File: src/rtl/mdm_pkg.sv
package mdm_pkg;

    localparam int LINE_CNT  = 4;
    localparam int STAT_W    = 2 * LINE_CNT;
    localparam int CTL_W     = 3;
    localparam int ADDR_W    = 1;

    // Line index inside the status register (order is software visible)
    localparam int LN_CTS  = 0;
    localparam int LN_DSR  = 1;
    localparam int LN_RING = 2;
    localparam int LN_DCD  = 3;

    // Lines whose flag latches only on release (low to high)
    localparam logic [LINE_CNT-1:0] RELEASE_ONLY_MASK = 4'b0100;

    typedef enum logic [ADDR_W-1:0] {
        ADDR_CTL  = 1'b0,
        ADDR_STAT = 1'b1
    } reg_addr_e;

    typedef struct packed {
        logic irq_en;       // bit 2
        logic req_send_on;  // bit 1
        logic term_rdy_on;  // bit 0
    } ctl_t;

    function automatic logic [STAT_W-1:0] pack_status(
        input logic [LINE_CNT-1:0] level_n,
        input logic [LINE_CNT-1:0] flags
    );
        return {~level_n, flags};
    endfunction

    function automatic logic [STAT_W-1:0] pack_ctl(input ctl_t c);
        logic [STAT_W-1:0] v;
        v = '0;
        v[CTL_W-1:0] = c;
        return v;
    endfunction

endpackage

File: src/rtl/mdm_sync.sv
module mdm_sync #(
    parameter int WIDTH  = 4,
    parameter int STAGES = 2,
    parameter logic [WIDTH-1:0] RST_VAL = '1
) (
    input  logic             clk,
    input  logic             rst,
    input  logic [WIDTH-1:0] din,
    output logic [WIDTH-1:0] dout
);
    logic [WIDTH-1:0] stage_q [STAGES];

    always_ff @(posedge clk) begin
        if (rst) begin
            for (int s = 0; s < STAGES; s++) stage_q[s] <= RST_VAL;
        end else begin
            stage_q[0] <= din;
            for (int s = 1; s < STAGES; s++) stage_q[s] <= stage_q[s-1];
        end
    end

    assign dout = stage_q[STAGES-1];
endmodule

File: src/rtl/mdm_delta.sv
module mdm_delta
    import mdm_pkg::*;
#(
    parameter int LINES = LINE_CNT,
    parameter logic [LINES-1:0] REL_ONLY = RELEASE_ONLY_MASK
) (
    input  logic             clk,
    input  logic             rst,
    input  logic [LINES-1:0] cur_n,
    input  logic             clr,
    output logic [LINES-1:0] flags,
    output logic [LINES-1:0] events
);
    logic [LINES-1:0] prev_q;
    logic [LINES-1:0] flag_q;

    always_ff @(posedge clk) begin
        if (rst) prev_q <= '1;
        else     prev_q <= cur_n;
    end

    for (genvar i = 0; i < LINES; i++) begin : g_line
        if (REL_ONLY[i]) begin : g_release
            assign events[i] = ~prev_q[i] & cur_n[i];
        end else begin : g_any
            assign events[i] = prev_q[i] ^ cur_n[i];
        end

        always_ff @(posedge clk) begin
            if (rst) flag_q[i] <= 1'b0;
            else     flag_q[i] <= (flag_q[i] & ~clr) | events[i];
        end

        // edge coincident with a clear survives
        assert_keep_on_collide_R8: assert property (@(posedge clk) disable iff (rst)
            (clr && events[i]) |=> flag_q[i]);

        // clear without edge empties the flag
        assert_clear_on_read_R7: assert property (@(posedge clk) disable iff (rst)
            (clr && !events[i]) |=> !flag_q[i]);

        if (REL_ONLY[i]) begin : g_chk_rel
            // falling ring edge never sets a clear flag
            assert_ring_fall_ignored_R6: assert property (@(posedge clk) disable iff (rst)
                (!flag_q[i] && prev_q[i] && !cur_n[i]) |=> !flag_q[i]);
        end else begin : g_chk_any
            // any transition sets the flag
            assert_any_edge_sets_R5: assert property (@(posedge clk) disable iff (rst)
                (prev_q[i] != cur_n[i]) |=> flag_q[i]);
        end
    end

    assign flags = flag_q;
endmodule

File: src/rtl/mdm_regs.sv
module mdm_regs
    import mdm_pkg::*;
(
    input  logic                clk,
    input  logic                rst,
    input  logic                wr,
    input  logic                rd,
    input  logic [ADDR_W-1:0]   addr,
    input  logic [CTL_W-1:0]    wdata,
    input  logic [LINE_CNT-1:0] level_n,
    input  logic [LINE_CNT-1:0] flags,
    output logic [STAT_W-1:0]   rdata,
    output logic                stat_clr,
    output ctl_t                ctl
);
    ctl_t ctl_q;
    reg_addr_e sel;

    assign sel = reg_addr_e'(addr);

    always_ff @(posedge clk) begin
        if (rst)                          ctl_q <= '0;
        else if (wr && sel == ADDR_CTL)   ctl_q <= ctl_t'(wdata);
    end

    always_comb begin
        unique case (sel)
            ADDR_CTL:  rdata = pack_ctl(ctl_q);
            ADDR_STAT: rdata = pack_status(level_n, flags);
            default:   rdata = '0;
        endcase
    end

    assign stat_clr = rd && (sel == ADDR_STAT);
    assign ctl      = ctl_q;

    // a status write leaves the control register alone
    assert_stat_write_ignored_R10: assert property (@(posedge clk) disable iff (rst)
        (wr && sel == ADDR_STAT) |=> $stable(ctl_q));
endmodule

File: src/rtl/mdm_handshake_unit.sv
module mdm_handshake_unit
    import mdm_pkg::*;
#(
    parameter int SYNC_STAGES = 2
) (
    input  logic                clk,
    input  logic                rst,
    input  logic                reg_wr,
    input  logic                reg_rd,
    input  logic [ADDR_W-1:0]   reg_addr,
    input  logic [CTL_W-1:0]    reg_wdata,
    output logic [STAT_W-1:0]   reg_rdata,
    input  logic                loopback,
    input  logic                dsr_n,
    input  logic                cts_n,
    input  logic                dcd_n,
    input  logic                ring_n,
    output logic                term_rdy_n,
    output logic                req_send_n,
    output logic                irq
);
    logic [LINE_CNT-1:0] raw_n;
    logic [LINE_CNT-1:0] sync_n;
    logic [LINE_CNT-1:0] flags;
    logic [LINE_CNT-1:0] events;
    logic                stat_clr;
    ctl_t                ctl;

    always_comb begin
        raw_n          = '1;
        raw_n[LN_CTS]  = cts_n;
        raw_n[LN_DSR]  = dsr_n;
        raw_n[LN_RING] = ring_n;
        raw_n[LN_DCD]  = dcd_n;
    end

    mdm_sync #(.WIDTH(LINE_CNT), .STAGES(SYNC_STAGES), .RST_VAL('1)) sync_i (
        .clk (clk), .rst (rst), .din (raw_n), .dout (sync_n)
    );

    mdm_delta #(.LINES(LINE_CNT), .REL_ONLY(RELEASE_ONLY_MASK)) delta_i (
        .clk (clk), .rst (rst), .cur_n (sync_n), .clr (stat_clr),
        .flags (flags), .events (events)
    );

    mdm_regs regs_i (
        .clk (clk), .rst (rst), .wr (reg_wr), .rd (reg_rd), .addr (reg_addr),
        .wdata (reg_wdata), .level_n (sync_n), .flags (flags),
        .rdata (reg_rdata), .stat_clr (stat_clr), .ctl (ctl)
    );

    assign term_rdy_n = ~ctl.term_rdy_on | loopback;
    assign req_send_n = ~ctl.req_send_on | loopback;
    assign irq        = ctl.irq_en & (|flags);

    // loopback parks both outputs idle
    assert_loopback_idle_R3: assert property (@(posedge clk) disable iff (rst)
        loopback |-> (term_rdy_n && req_send_n));

    // a clearing read with no new edge drops the request
    assert_irq_drops_R9: assert property (@(posedge clk) disable iff (rst)
        (stat_clr && !(|events)) |=> !irq);

    // first cycle after reset is quiet
    assert_reset_quiet_R1: assert property (@(posedge clk)
        $fell(rst) |-> (!irq && term_rdy_n && req_send_n));
endmodule

File: config.mk
export PLATFORM = sky130hd
export DESIGN_NAME = mdm_handshake_unit
export DESIGN_NICKNAME = d
export VERILOG_FILES = /design/src/rtl/mdm_pkg.sv /design/src/rtl/mdm_sync.sv /design/src/rtl/mdm_delta.sv /design/src/rtl/mdm_regs.sv /design/src/rtl/mdm_handshake_unit.sv
export SDC_FILE = /design/constraint.sdc
export NUM_CORES = 1
export LEC_CHECK = 0
export CAP_MARGIN = 20
export CELL_PAD_IN_SITES_DETAIL_PLACEMENT = 0
export CELL_PAD_IN_SITES_GLOBAL_PLACEMENT = 2
export CORE_MARGIN = 5
export CORE_UTILIZATION = 37
export CTS_BUF_LIST = sky130_fd_sc_hd__clkbuf_8 sky130_fd_sc_hd__clkbuf_16
export DETAILED_ROUTE_END_ITERATION = 16
export DONT_BUFFER_PORTS = 1
export HOLD_SLACK_MARGIN = 0.05
export PLACE_DENSITY_LB_ADDON = 0.12
export SYNTH_ARGS = -nofsm -noshare
export SYNTH_HDL_FRONTEND = slang
export SYNTH_SLANG_ARGS = --single-unit
File: constraint.sdc
create_clock -name clk -period 3.15 [get_ports clk]
set_clock_uncertainty 0.2 [all_clocks]
set_input_delay 0.63 -clock clk [delete_from_list [all_inputs] [get_ports clk]]
set_output_delay 0.63 -clock clk [all_outputs]
set_load 0.1 [all_outputs]
; ---- Yosys cells after proc, flatten, opt, wreduce, memory -nomap -nowiden
; Memories as Yosys holds them, arrays and structs flattened.
; Cells that the tools add are included.
[totals]
regBits = 11
ram_bits = 8
input_bits = 13
out_inout_bits = 11
memories = 1
[op_classes]
muxes = 6
bitwise = 23
reduce_logical = 3
[memory_table]
columns = name, words, width, rd, rd_clocked_by_memory_dff, wr, line
row1 = sync_i.stage_q, 2, 4, 2, 0, 2, mdm_sync.sv:11  ; logic [WIDTH-1:0] stage_q [STAGES];
[op_table]
columns = operator, count
row1 = 8-bit one-hot mux with 2 select lines, 1
row2 = 4-bit two-way mux, 2
row3 = 1-bit bitwise OR, 8
row4 = 1-bit AND, 6
row5 = 1-bit inverter, 5
row6 = 4-bit inverter, 1
row7 = 4-bit OR reduction, 1
row8 = 1-bit two-way mux, 3
row9 = 1-bit XOR, 3
row10 = 1-bit logical AND, 2

; ---- Logic depth before layout (Yosys ltp)
[depth]
word_depth = 4
depth_mapped = 4
ltp_nobuf = 3

; ---- Modules after synthesis
; From an unflattened synthesis, not the netlist that was laid out.
[hier_totals]
cells_unflattened = 70
area_unflattened_um2 = 777.0
[by_module_without_submodules]
columns = mod, instances, cells_per_inst, area_per_inst_um2
row1 = mdm_delta, 1, 24, 282.8
row2 = mdm_sync, 1, 20, 240.2
row3 = mdm_regs, 1, 23, 230.2
row4 = mdm_handshake_unit, 1, 3, 23.8

; ---- Worst setup path before layout
; No wires, ideal clock.
[synth_path]
kind = input to output
from = input reg_addr
to = output reg_rdata[4]
arrival_time_ps = 2105
t_required_ps = 2320
slack_ps = 215
cell_stages = 2
n_path_buf = 1
cell_sequence = buf_6 -> nor2b_1
[synth_between]
elab_chain_len = 2
[synth_lines]
columns = item, line
row1 = start: declaration, mdm_handshake_unit.sv:10  ; input logic [ADDR_W-1:0] reg_addr,
row2 = 1-bit inverter, mdm_regs.sv:27  ; unique case (sel)
row3 = 8-bit one-hot mux with 2 select lines *, mdm_regs.sv:27
row4 = end: declaration, mdm_handshake_unit.sv:12  ; output logic [STAT_W-1:0] reg_rdata,
; Every way passes the cells marked *; elsewhere a longest branch is shown, timed or not.

; ---- Worst setup path after layout
[layout_path]
from = register delta_i.flag_q[2], in the netlist delta_i.flags[2]
to = output irq
[layout_between]
elab_chain_len = 2
[layout_lines]
columns = item, line
row1 = start: declaration, mdm_delta.sv:15  ; logic [LINES-1:0] flag_q;
row2 = start signal: indexed assignment, mdm_delta.sv:31  ; else flag_q[i] <= (flag_q[i] & ~clr) | events[i];
row3 = 4-bit OR reduction, mdm_handshake_unit.sv:54  ; assign irq = ctl.irq_en & (|flags);
row4 = 1-bit AND, mdm_handshake_unit.sv:54
row5 = end: declaration, mdm_handshake_unit.sv:20  ; output logic irq
; Every way passes these cells.

==> impl_metrics.py <==
metrics = {
    "status": {
        "status": "complete, no violations",
    },
    "floorplanning": {
        "initial_core_util": 0.394,
        "coreArea_mm2": 0.00175,
        "io-pin-count": 24,
        "fp.dieH_um": 53.1,
        "dieArea_mm2": 0.00282,
        "die_w_um": 53.1,
        "fp-row-count": 15,
    },
    "cts": {
        "cts.sinks": 19,
        "postCtsHoldBufs": 0,
        "path_clk_slew_ps": 70,
        "cts_resized": 0,
        "cts_tree": "built",
        "cts.path.max_buffers": 2,
        "cts_buffers": 3,
        "cts_setup_buffers": 0,
        "insertion_delay_ps": 250,
        "cts.htree.levels": 1,
        "cts_root_buf": "clkbuf_8",
    },
    "setup_path": {
        "cp-end-kind": "primary output",
        "r2r_cells": 3,
        "critPathArrivalTime_ps": 1230,
        "cp_max_fo": 3,
        "rrSetupSlack_ps": 2190,
        "rr_endpoint": "delta_i.flags[3]",
        "required_ps": 2320,
        "path_class": "reg -> out",
        "r2r-start": "sync_i.stage_q[0][7]",
        "worst_setup_path_start_kind": "flip-flop",
    },
    "synth": {
        "netlist_area_um2": 687,
        "synthCells": 64,
        "ys_seq_area_frac": 0.554,
        "synth_area_leaders": "dfxtp_1, or2_2, mux2_2, nor2b_1, mux2i_1",
        "yosys_register_bits": 19,
        "yosys.area.top_type_share": 0.554,
        "synth_nets": 77,
        "synth_cell_type_count": 15,
        "syn_avg_cell_area_um2": 10.7,
        "ys.warnings.count": 0,
        "synth_area_leader_cell": "dfxtp_1",
    },
    "drt": {
        "vias": 436,
        "wl_mm": 1.15,
        "postRouteAntennaNets": 0,
        "via_per_inst": 4.40,
        "drc_errors": 0,
        "avgRoutedWirePerCell_um": 11.6,
        "drt_iter0_markers": 0,
        "first_pass_iters": 1,
    },
    "power_and_ir_drop": {
        "ir_worst_vdd_mv": 0.273,
        "switching_power_uw": 129,
        "p_seq_frac": 0.531,
        "power_density_mw_per_mm2": 594,
        "clockPowerShare": 0.332,
        "total_leakage_power_nw": 0.327,
        "finalPower_uw": 486,
        "combPwrFrac": 0.137,
        "intPower_uw": 357,
        "switching_share": 0.265,
    },
    "final_layout": {
        "final_nets": 88,
        "final_common_cell": "dfxtp_1",
        "regArea_um2": 380,
        "area_growth_pct": 18.9,
        "final_cell_mix": "dfxtp_1, or2_2, buf_4",
        "num-fill-cells": 178,
        "multi_input_area_um2": 300,
        "layout-drive-gt1-share": 0.419,
        "antennaDiodeCount": 0,
    },
    "global_routing": {
        "grt_antenna_before_repair": 0,
        "first_global_vias": 435,
        "grt_max_degree": 20,
        "grt_pass1_wl_mm": 1.95,
        "grt_use_total": 0.103,
        "overflow": 0,
    },
    "sta": {
        "min_period_over_period": 0.656,
        "hold_violations": 0,
        "max_slew_margin": 0.654,
        "fmax_ghz": 0.484,
        "tightest_slew_ps": 522,
        "maxSlewViolCount": 0,
        "fin_crit_ps": 2060,
        "finalSetupViolCount": 0,
        "rsz0062_at_grt": "false",
        "setup_tns_ps": 0,
    },
    "place": {
        "hpwlAfterDp_um": 823,
        "place.gp.congestion": 0.664,
        "portBuffers": 0,
    },
    "job": {
        "drv_cap": 0,
    },
    "worst_hold_path": {
        "hold_end": "sync_i.stage_q[0][6]",
        "whs_path_depth": 1,
        "hp-start": "sync_i.stage_q[0][2]",
        "hold_class": "reg -> reg",
    },
}
## flip-flops by register name, summed over array words and instances, names as in the netlist
| name | cells |
|---|---|
| delta_i.prev_q | 4 |
| regs_i.ctl | 3 |
| sync_i.stage_q | 8 |
| delta_i.flags | 4 |
## layer usage
layer	share of wire	routed length (um)	global-route usage	vias up
met5	0	0	0	-
met2	0.44	502	0.157	18
li1	-	-	-	222
met3	0.099	114	0.0451	4
met1	0.42	489	0.108	192
met4	0.040	46	0.0894	0
## final cells by class
| type | count | area share |
|---|---|---|
| clock buffers | 3 | 0.0505 |
| clock inverters | 1 | 0.00459 |
| multi-input cells | 43 | 0.368 |
| flip-flops and latches | 19 | 0.466 |
| well taps | 25 | 0.0383 |
| repair buffers | 8 | 0.0735 |
## worst max-delay path: stages (launching register included)
cell and delay [ps]:
dfxtp_1 320, o41a_1 420, buf_4 240
## power by group through the flow
stage          combinational (mW)  sequential, mW  clock [mW]
6_report                   0.0667           0.258       0.161
5_1_grt                    0.0706           0.259       0.179
4_1_cts                    0.0674           0.258       0.170
3_5_place_dp               0.0671           0.263           0
3_3_place_gp               0.0665           0.263           0
2_1_floorplan              0.0641           0.261           0
## cell usage after synthesis
| library cell | n |
|---|---|
| dfxtp_1 | 19 |
| or2_2 | 12 |
| nor2_1 | 7 |
| nor2b_1 | 5 |
| a21oi_1 | 4 |
| mux2_2 | 3 |
| mux2i_1 | 3 |
| xor2_1 | 3 |
| nand2b_1 | 2 |
| and2_1 | 1 |
| buf_2 | 1 |
| buf_6 | 1 |
| nand2_1 | 1 |
| nor2b_4 | 1 |
| o41a_1 | 1 |
## through the flow
step,area [um2],std cells,hold WS [ps],util,setup WS (ps)
floorplan,687,64,189,-,215
global placement,772,95,192,0.442,1130
detailed placement,772,95,193,0.442,1130
CTS,817,99,210,0.468,1070
global route,817,99,222,0.468,1050
finish,817,99,208,0.468,1090
## cells by family after synthesis
| family | count (synthesis) | share of synthesized area |
|---|---|---|
| mux | 6 | 0.0929 |
| flops | 19 | 0.554 |
| xor+xnor | 3 | 0.0383 |
| simple gates | 29 | 0.246 |
| compound gates | 5 | 0.0455 |
| buf+inv | 2 | 0.0237 |
## worst max-delay path by stage
| stage | from | to | slack, ps | depth (start not counted) |
|---|---|---|---|---|
| global placement | reg_addr | reg_rdata[0] | 1130 | 1 |
| detailed placement | reg_addr | reg_rdata[0] | 1130 | 1 |
| floorplan | reg_addr | reg_rdata[4] | 210 | 2 |
| finish | delta_i.flags[2] | irq | 1090 | 2 |
| CTS | delta_i.flags[2] | irq | 1070 | 2 |
| global route | delta_i.flags[2] | irq | 1050 | 2 |
Note: power is estimated with default switching activity, not from simulation.
